==> src/rtl/lcdbus_pkg.sv <==
package lcdbus_pkg;
   localparam int BYTE_W = 8;
   localparam int NIB_W  = 4;

   // access kind, encoded as {rs, rw}
   typedef enum logic [1:0] {
      ACC_INSTR_WR  = 2'b00,
      ACC_STATUS_RD = 2'b01,
      ACC_DATA_WR   = 2'b10,
      ACC_DATA_RD   = 2'b11
   } acc_e;

   function automatic acc_e decode_acc(input logic rs, input logic rw);
      return acc_e'({rs, rw});
   endfunction
endpackage

==> src/rtl/lcdbus_sync.sv <==
module lcdbus_sync #(
   parameter int STAGES = 2
) (
   input  logic clk,
   input  logic rst_n,
   input  logic d,
   output logic q
);
   logic [STAGES-1:0] ff;

   generate
      if (STAGES < 2) begin : g_bad_stages
         $error("lcdbus_sync: STAGES must be at least 2");
      end
      for (genvar i = 0; i < STAGES; i++) begin : g_stage
         if (i == 0) begin : g_first
            always_ff @(posedge clk or negedge rst_n)
               if (!rst_n) ff[0] <= 1'b0;
               else        ff[0] <= d;
         end else begin : g_next
            always_ff @(posedge clk or negedge rst_n)
               if (!rst_n) ff[i] <= 1'b0;
               else        ff[i] <= ff[i-1];
         end
      end
   endgenerate

   assign q = ff[STAGES-1];
endmodule

==> src/rtl/lcdbus_nibble.sv <==
module lcdbus_nibble
   import lcdbus_pkg::*;
(
   input  logic              clk,
   input  logic              rst_n,
   input  logic              mode_8bit,
   input  logic              fall,
   input  acc_e              acc,
   input  logic [BYTE_W-1:0] din,
   output logic              instr_wr,
   output logic              data_wr,
   output logic              data_rd,
   output logic [BYTE_W-1:0] wr_byte,
   output logic              low_phase
);
   logic             mode_q;
   logic [NIB_W-1:0] hi_nib;
   logic             done;
   logic [BYTE_W-1:0] full;

   assign done = mode_8bit | low_phase;
   assign full = mode_8bit ? din : {hi_nib, din[BYTE_W-1 -: NIB_W]};

   always_ff @(posedge clk or negedge rst_n) begin
      if (!rst_n) begin
         mode_q    <= 1'b0;
         low_phase <= 1'b0;
         hi_nib    <= '0;
         instr_wr  <= 1'b0;
         data_wr   <= 1'b0;
         data_rd   <= 1'b0;
         wr_byte   <= '0;
      end else begin
         instr_wr <= 1'b0;
         data_wr  <= 1'b0;
         data_rd  <= 1'b0;
         mode_q   <= mode_8bit;
         if (mode_q != mode_8bit) begin
            low_phase <= 1'b0;
         end else if (fall) begin
            if (!mode_8bit) low_phase <= ~low_phase;
            if (!mode_8bit && !low_phase)
               hi_nib <= din[BYTE_W-1 -: NIB_W];
            if (done) begin
               unique case (acc)
                  ACC_INSTR_WR: begin instr_wr <= 1'b1; wr_byte <= full; end
                  ACC_DATA_WR:  begin data_wr  <= 1'b1; wr_byte <= full; end
                  ACC_DATA_RD:  data_rd <= 1'b1;
                  default:      ;
               endcase
            end
         end
      end
   end
endmodule

==> src/rtl/lcdbus_rdpath.sv <==
module lcdbus_rdpath
   import lcdbus_pkg::*;
#(
   parameter int ADDR_W = 7
) (
   input  logic              clk,
   input  logic              rst_n,
   input  logic              rise,
   input  logic              fall,
   input  logic              mode_8bit,
   input  logic              low_phase,
   input  logic              rs,
   input  logic              rw,
   input  logic              core_busy,
   input  logic [ADDR_W-1:0] core_addr,
   input  logic [BYTE_W-1:0] core_rd_data,
   output logic [BYTE_W-1:0] d_out,
   output logic              oe
);
   logic [BYTE_W-1:0] snap;
   logic              rd_active;

   generate
      if (ADDR_W != BYTE_W - 1) begin : g_bad_addr
         $error("lcdbus_rdpath: ADDR_W must leave exactly one bit for busy");
      end
   endgenerate

   always_ff @(posedge clk or negedge rst_n) begin
      if (!rst_n) begin
         snap      <= '0;
         rd_active <= 1'b0;
      end else if (rise) begin
         rd_active <= rw;
         if (rw && (mode_8bit || !low_phase))
            snap <= rs ? core_rd_data : {core_busy, core_addr};
      end else if (fall) begin
         rd_active <= 1'b0;
      end
   end

   always_comb begin
      d_out = '0;
      if (rd_active) begin
         if (mode_8bit)      d_out = snap;
         else if (low_phase) d_out = {snap[NIB_W-1:0], {NIB_W{1'b0}}};
         else                d_out = {snap[BYTE_W-1 -: NIB_W], {NIB_W{1'b0}}};
      end
   end

   assign oe = rd_active;
endmodule

==> src/rtl/lcdbus_host_if.sv <==
module lcdbus_host_if
   import lcdbus_pkg::*;
#(
   parameter int ADDR_W      = 7,
   parameter int SYNC_STAGES = 2
) (
   input  logic              clk,
   input  logic              rst_n,
   input  logic              mode_8bit,
   input  logic              bus_e,
   input  logic              bus_rs,
   input  logic              bus_rw,
   input  logic [7:0]        bus_d_in,
   output logic [7:0]        bus_d_out,
   output logic              bus_d_oe,
   input  logic              core_busy,
   input  logic [ADDR_W-1:0] core_addr,
   input  logic [7:0]        core_rd_data,
   output logic              instr_wr,
   output logic              data_wr,
   output logic              data_rd,
   output logic [7:0]        wr_byte
);
   logic e_sync, e_prev, e_rise, e_fall;
   logic hold_rs, hold_rw;
   logic [BYTE_W-1:0] hold_d;
   logic low_phase;

   lcdbus_sync #(.STAGES(SYNC_STAGES)) e_sync_i (
      .clk(clk), .rst_n(rst_n), .d(bus_e), .q(e_sync));

   always_ff @(posedge clk or negedge rst_n) begin
      if (!rst_n) begin
         e_prev  <= 1'b0;
         hold_rs <= 1'b0;
         hold_rw <= 1'b0;
         hold_d  <= '0;
      end else begin
         e_prev <= e_sync;
         if (e_sync) begin
            hold_rs <= bus_rs;
            hold_rw <= bus_rw;
            hold_d  <= bus_d_in;
         end
      end
   end

   assign e_rise = e_sync & ~e_prev;
   assign e_fall = ~e_sync & e_prev;

   lcdbus_nibble nib_i (
      .clk(clk), .rst_n(rst_n), .mode_8bit(mode_8bit), .fall(e_fall),
      .acc(decode_acc(hold_rs, hold_rw)), .din(hold_d),
      .instr_wr(instr_wr), .data_wr(data_wr), .data_rd(data_rd),
      .wr_byte(wr_byte), .low_phase(low_phase));

   lcdbus_rdpath #(.ADDR_W(ADDR_W)) rd_i (
      .clk(clk), .rst_n(rst_n), .rise(e_rise), .fall(e_fall),
      .mode_8bit(mode_8bit), .low_phase(low_phase),
      .rs(bus_rs), .rw(bus_rw), .core_busy(core_busy),
      .core_addr(core_addr), .core_rd_data(core_rd_data),
      .d_out(bus_d_out), .oe(bus_d_oe));
endmodule

==> config.mk <==
export PLATFORM = sky130hd
export DESIGN_NAME = lcdbus_host_if
export DESIGN_NICKNAME = d
export VERILOG_FILES = /design/src/rtl/lcdbus_pkg.sv /design/src/rtl/lcdbus_sync.sv /design/src/rtl/lcdbus_nibble.sv /design/src/rtl/lcdbus_rdpath.sv /design/src/rtl/lcdbus_host_if.sv
export SDC_FILE = /design/constraint.sdc
export NUM_CORES = 1
export LEC_CHECK = 0
export ABC_AREA = 0
export BUFFER_PORTS_ARGS = -buffer_cell sky130_fd_sc_hd__buf_2
export CORE_ASPECT_RATIO = 1.75
export CORE_MARGIN = 2
export CORE_UTILIZATION = 46
export DETAILED_ROUTE_END_ITERATION = 10
export PLACE_DENSITY = 0.75
export SYNTH_ARGS = -nofsm -noshare
export SYNTH_HDL_FRONTEND = slang
export SYNTH_SLANG_ARGS = --single-unit
==> constraint.sdc <==
create_clock -name clk -period 1.8 [get_ports clk]
set_input_delay 0 -clock clk [delete_from_list [all_inputs] [get_ports clk]]
set_output_delay 0 -clock clk [all_outputs]
set_load 0.03 [all_outputs]
==> key figures, run 1 <==
Status
  – Status: finished clean

Hold path
  – Tightest Hold Check Type: in -> reg

Yosys
  – Asr flop ratio synth: 100%
  – Sequential-to-total area share from yosys stat: 55.2%
  – Post-synth top cells: mux2_2 (46), dfrtp_1 (39), nor2b_1 (5)
  – Yosys top cell by area: dfrtp_1
  – Top cell type's share of synthesized area: ~55%
  – Synth Area in Adders: 2.83%
  – Post-synthesis instance total: 124
  – Post-synth cell types: 20
  – Largest family of logic cells by synthesized area: multiplexers
  – Syn avg cell area: 14.3 um2
  – Prevailing post-synth register cell: dfrtp_1
  – Count leader, synth: mux2_2
  – Fraction of synthesized area in multiplexers: between 30% and 40%
  – Post-synth EDFFs: 0
  – Post-Syn Area: 1770 um2
  – Synth top area cells: dfrtp_1 (55%), mux2_2 (29%), ha_1 (2.8%)
  – Simple-gate share of the synthesized area: 8.49%
  – Ys Warns: 0
  – Compound-Gate Fraction of Synth Area: 0.566%
  – XOR/XNOR share of the synthesized area: 0%
  – Syn nets: 158
  – Flops & latches, synth: 39

Route
  – Routed vias/inst: ~5
  – Via count: ~1,200
  – DR WL/cell: 14.4 um
  – Post-Route WL: between 3000 and 4000 um
  – Post-detailed-route count of antenna-violating nets: 0
  – 1st-pass router iterations: 4
  – Drt drc: 0
  – DRT iter0 DRCs: 8

Floorplanning
  – Initial Util: 48.2%
  – Die ar.: 4370 um2
  – Std-Cell Core Area: 3660 um2
  – # IOs: 50
  – Row cnt: 29
  – Die H: 86.0 um
  – Die width: 50.9 um

Pwr
  – Cell Int Power: about 1.7 mW
  – Maximum vdd drop: about 1.0 mV
  – PwrDens: 1070 nW/um2
  – P_leak: 1.11 nW
  – Part of the power in registers: a little under half
  – Sw Pwr: 0.747 mW
  – Combinational power share: 26.7%
  – Switching share of power: 30.3%
  – Clk pwr share: about a quarter

Global route
  – Initial antenna violation count: 0
  – Largest net degree at the start of global routing: 40
  – Vias in the first global route: 1,302
  – First-pass GRT wire length: 5800 um
  – Total track usage: 18.0%
  – GR Overflow Total: 0

Clock network
  – Cts bufs inserted: 5
  – Clk root buf: clkbuf_8
  – CTS Sinks: 39
  – Clock slew at reported path FFs: ~0.070 ns
  – Clk buf depth: 2
  – CTS tree: yes
  – Worst-skew pair later-pin latency: 0.28 ns
  – H-tree depth: 2
  – Postcts setup bufs: 0
  – CTS resizes: 0

STA
  – Slew @ Worst Pin: ~0.82 ns
  – Final Cycle Share: between 90 and 100%
  – Hold_ws: 0.0752 ns
  – Skew final: 0.00265 ns
  – Fmax: about 0.59 GHz
  – Setup TNS: 0 ns
  – Unrepaired setup endpoints after global routing: no
  – Final setup vio count: 0
  – Final Hold Fails: 0
  – Slew Limit Headroom: 45.5%
  – Final min period: 1.70 ns
  – Slew Limit Fails: 0

Setup path
  – Largest stage delay, worst path: roughly 0.38 ns
  – Slowest CP cell: mux2_2
  – Top fanout value on the critical path: 4
  – Worst path bufs/invs: 0
  – Worst Setup Start Kind: flip-flop
  – Critical Path RT: between 1.5 and 2 ns
  – Worst Setup End Kind: flip-flop
  – Setup CP Type: reg -> reg
  – Worst Path Arrival: 1.87 ns
  – CP top delay family: simple AND/OR/NAND/NOR gates
  – Worst path cell trace: ha_1 -> nand2b_1 -> nor3_2 -> mux2_2

Placement
  – DPL Wire Length: 2530 um
  – GPL Wtd Cong: 0.735
  – Buffers on Ports: 49
  – Placed instance area: 2100 um2

Finish
  – Design Area, Final: 2310 um2
  – Share of cells above drive strength 1: 57.3%
  – Fin nets: roughly 230
  – N_diodes: 0
  – Area Growth Syn to Fin: 30.5%

Run
  – Max-Cap Viols: 0
## flip-flops by register name, indices dropped and copies added, names as in the netlist
signal	count
e_sync_i.ff	1
nib_i.low_phase	1
nib_i.wr_byte	8
e_prev	1
rd_i.snap	8
hold_rw	1
rd_i.oe	1
nib_i.hi_nib	4
nib_i.data_rd	1
e_sync_i.q	1
nib_i.instr_wr	1
nib_i.data_wr	1
nib_i.mode_q	1
hold_d	8
hold_rs	1
## per-layer routing
metal,track usage (%),routed length [um]
met5,0,0
met4,7.37,61
met3,3.66,204
met2,33.4,1920
met1,19.2,1230
## repair_timing
action,in CTS,in global routing
endpoints found under the hold margin,49,0
hold buffers,11,0
setup endpoints to repair,0,0
## through the flow
| stage | power [mW] | cells | setup slack [ns] | utilization [%] |
|---|---|---|---|---|
| 4_1_cts | 2.50 | 238 | 0.0979 | 63.0 |
| 2_1_floorplan | 1.62 | 124 | 0.0348 | - |
| 3_3_place_gp | 1.81 | 219 | 0.174 | 57.2 |
| 6_report | 2.47 | 238 | 0.104 | 63.0 |
| 5_1_grt | 2.60 | 238 | 0.00646 | 63.0 |
| 3_5_place_dp | 1.85 | 219 | 0.110 | 57.2 |
## kinds of logic (layout without fill, tap and decap cells)
kind of cell / after synthesis / after routing
multiplexers: 50 / 50
flip-flops: 39 / 39
AND/OR/NAND/NOR: 23 / 23
buffers and inverters: 6 / 74
adder cells (fa/ha/maj): 4 / 4
AO/OA/AOI/OAI: 2 / 2
## placed cells by master, fill, tap and decap left out, drive strengths merged, types with 2 or more instances in the layout
| master | Yosys | final |
|---|---|---|
| buf | 1 | 53 |
| mux2 | 46 | 46 |
| dfrtp | 39 | 39 |
| dlygate4sd3 | 0 | 11 |
| clkbuf | 3 | 8 |
| nor2b | 5 | 5 |
| mux2i | 4 | 4 |
| and3 | 4 | 4 |
| nand2 | 4 | 4 |
| ha | 4 | 4 |
| nor2 | 3 | 3 |
| nor3 | 3 | 3 |
| inv | 2 | 2 |
| o21ai | 2 | 2 |
## path summary, 6_finish.rpt
check,from,endpoint,slack [ns],depth (start not counted)
max in group asynchronous,rst_n,hold_d[3],0.95,2
worst min-delay path,core_rd_data[6],rd_i.snap[6],0.08,3
worst min register to register,e_sync_i.ff[0],e_sync_i.q,0.36,0
worst max register to register,nib_i.mode_q,nib_i.hi_nib[2],0.10,4
min in group asynchronous,rst_n,nib_i.wr_byte[6],0.34,2
worst max-delay path,nib_i.mode_q,nib_i.hi_nib[2],0.10,4
## power by group through the flow
| stage | registers (mW) | clock network, mW | logic [mW] |
|---|---|---|---|
| after floorplan | 1.33 | 0 | 0.289 |
| after global placement | 1.19 | 0 | 0.627 |
| after detailed placement | 1.20 | 0 | 0.649 |
| after CTS | 1.18 | 0.650 | 0.670 |
| after global routing | 1.20 | 0.683 | 0.712 |
| final | 1.18 | 0.626 | 0.659 |
## area by class of cell
cell class	instances	area (um2)
Clock buffer	8	100
Fill cell	313	1360
Inverter	2	7.51
Multi-Input combinational cell	79	768
Sequential cell	39	976
Tap cell	46	57.6
Timing Repair Buffer	64	398
## tightest hold or removal path: stages
cell,delay [ns]
buf_2,0.07
mux2_2,0.12
mux2_2,0.13
(Power assumes the default switching activity.)
==> inputs of run 2 (changes only) <==
BUFFER_PORTS_ARGS = unset   (was -buffer_cell sky130_fd_sc_hd__buf_2)
CORE_UTILIZATION = 50   (was 46)
DONT_BUFFER_PORTS = 1   (was unset)
PLACE_DENSITY = 0.65   (was 0.75)
==> run 2 against run 1 <==
Design area down 1.6%. Wire length up 1.2%. Total power down 7.3%. Die area down 7.5%. Worst setup slack worse by 0.049 ns. Largest cell class unchanged.
==> key figures, run 2 (same netlist as run 1, synthesis figures left out) <==
Global route
  – Vias in the first global route: 1,276
  – Largest net degree at the start of global routing: 40
  – Initial antenna violation count: 0
  – Total track usage: between 15 and 20%
  – GR Overflow Total: 0
  – First-pass GRT wire length: 5730 um

Setup path
  – Worst path bufs/invs: 2
  – CP top delay family: buffers and inverters
  – Largest stage delay, worst path: 0.71 ns
  – Worst path cell trace: dlygate4sd3_1 -> mux2_2 -> dlygate4sd3_1 -> mux2_2
  – Worst Path Arrival: 1.92 ns
  – Worst Setup End Kind: flip-flop
  – Setup CP Type: in -> reg
  – Crit path depth: 4
  – Critical Path RT: 1.97 ns
  – Worst Setup Start Kind: input pin
  – Slowest CP cell: dlygate4sd3_1
  – Top fanout value on the critical path: 5
  – Reg2reg path depth: 5

Hold path
  – Tightest Hold Check Type: in -> reg
  – WHS Path Cells: 2

STA
  – Slew Limit Fails: 0
  – Unrepaired setup endpoints after global routing: no
  – Skew final: 0.00511 ns
  – Final Hold Fails: 0
  – Slew Limit Headroom: 64.7%
  – Final Cycle Share: 97.0%
  – Setup TNS: 0 ns
  – Final setup vio count: 0
  – Slew @ Worst Pin: 0.529 ns
  – Final min period: about 1.7 ns
  – Fmax: 0.573 GHz
  – Worst setup margin: 0.0545 ns

Floorplanning
  – # IOs: 50
  – Die H: 82.7 um
  – Die ar.: 4050 um2
  – Row cnt: 28
  – Die width: 49.0 um
  – Std-Cell Core Area: 3400 um2
  – Initial Util: 52.0%

Placement
  – GPL Wtd Cong: 0.683
  – Dpl ws: 0.0875 ns
  – DPL Wire Length: between 2000 and 2500 um
  – Buffers on Ports: 0

Finish
  – Area Growth Syn to Fin: 28.5%
  – Share of cells above drive strength 1: 39.4%
  – Biggest regs: hold_d (8), nib_i.wr_byte (8), rd_i.snap (8)
  – Fin nets: 200
  – Most common cell after layout, fill and taps aside: mux2_2
  – N_diodes: 0
  – Fillers: 274
  – Most frequent cells in the layout: mux2_2 (46), dfrtp_1 (39), dlygate4sd3_1 (29)
  – Final Util: 66.8%

Pwr
  – PwrDens: 1010 nW/um2
  – Maximum vdd drop: 0.796 mV
  – P_leak: 0.992 nW
  – Total power: between 2 and 2.5 mW

Route
  – DRT iter0 DRCs: 5
  – 1st-pass router iterations: 3
  – Post-Route WL: 3460 um
  – DR WL/cell: approximately 16 um
  – Post-detailed-route count of antenna-violating nets: 0
  – Via count: 1,093
  – Routed vias/inst: 5.20
  – Drt drc: 0

Clock network
  – Clk root buf: clkbuf_8
  – Clock slew at reported path FFs: 0.07 ns
  – Cts bufs inserted: 5
  – CTS Sinks: 39
  – CTS tree: yes
  – Clk buf depth: 2
  – CTS resizes: 0
  – H-tree depth: 2
  – Worst-skew pair later-pin latency: 0.28 ns

Status
  – Status: finished clean

Run
  – Max-Cap Viols: 0
==> run 2: final timing paths <==
check                              endpoint            from  slack (ns)
min                        nib_i.wr_byte[0]       mode_8bit        0.01
max reg2reg                nib_i.wr_byte[0]    nib_i.mode_q        0.09
min in group asynchronous         hold_d[3]           rst_n        0.17
max                            rd_i.snap[0]          bus_rs        0.05
max in group asynchronous           hold_rs           rst_n        1.43
min reg2reg                      e_sync_i.q  e_sync_i.ff[0]        0.35
==> run 2: final cells by class <==
| class | count | area (um2) | share of cell area [%] |
|---|---|---|---|
| clock buffers | 6 | 72.6 | 3.20 |
| multi-input cells | 79 | 768 | 33.8 |
| flip-flops and latches | 39 | 976 | 43.0 |
| well taps | 45 | 56.3 | 2.48 |
| repair buffers | 39 | 390 | 17.2 |
| inverters | 2 | 7.51 | 0.331 |
==> run 2: metal layers <==
layer  vias up  GRT usage, %  wire (um)
li1        516             -          -
met1       532          18.2       1230
met2        40          39.6       2040
met3         5          4.14        144
met4         0          7.71         48
met5         -             0          0
==> run 2: repair_timing <==
item / in CTS / in global routing
endpoints found under the hold margin: 66 / 0
setup buffers: 0 / 0
hold buffers: 30 / 0
==> run 2: through the flow <==
step	area (um2)	std cells	hold slack, ns
2_1_floorplan	1770	124	-0.296
3_3_place_gp	1890	174	-0.295
3_5_place_dp	1890	174	-0.295
4_1_cts	2270	210	0.00489
5_1_grt	2270	210	0.0146
6_report	2270	210	0.0103
==> run 2: report_power, final <==
part	internal, mW	leakage [nW]	switching [mW]	total (mW)
registers	1.06	0.473	0.293	1.35
logic	0.268	0.481	0.145	0.413
clock network	0.258	0.0371	0.261	0.518
==> run 2: worst reg2reg max path: cells and delay by family, from the launching register on <==
family,cells,cell delay [ns]
and+or+nand+nor,2,0.44
DFF,1,0.37
adders and majority gates,1,0.30
buffers and inverters,1,0.15
muxes,1,0.33
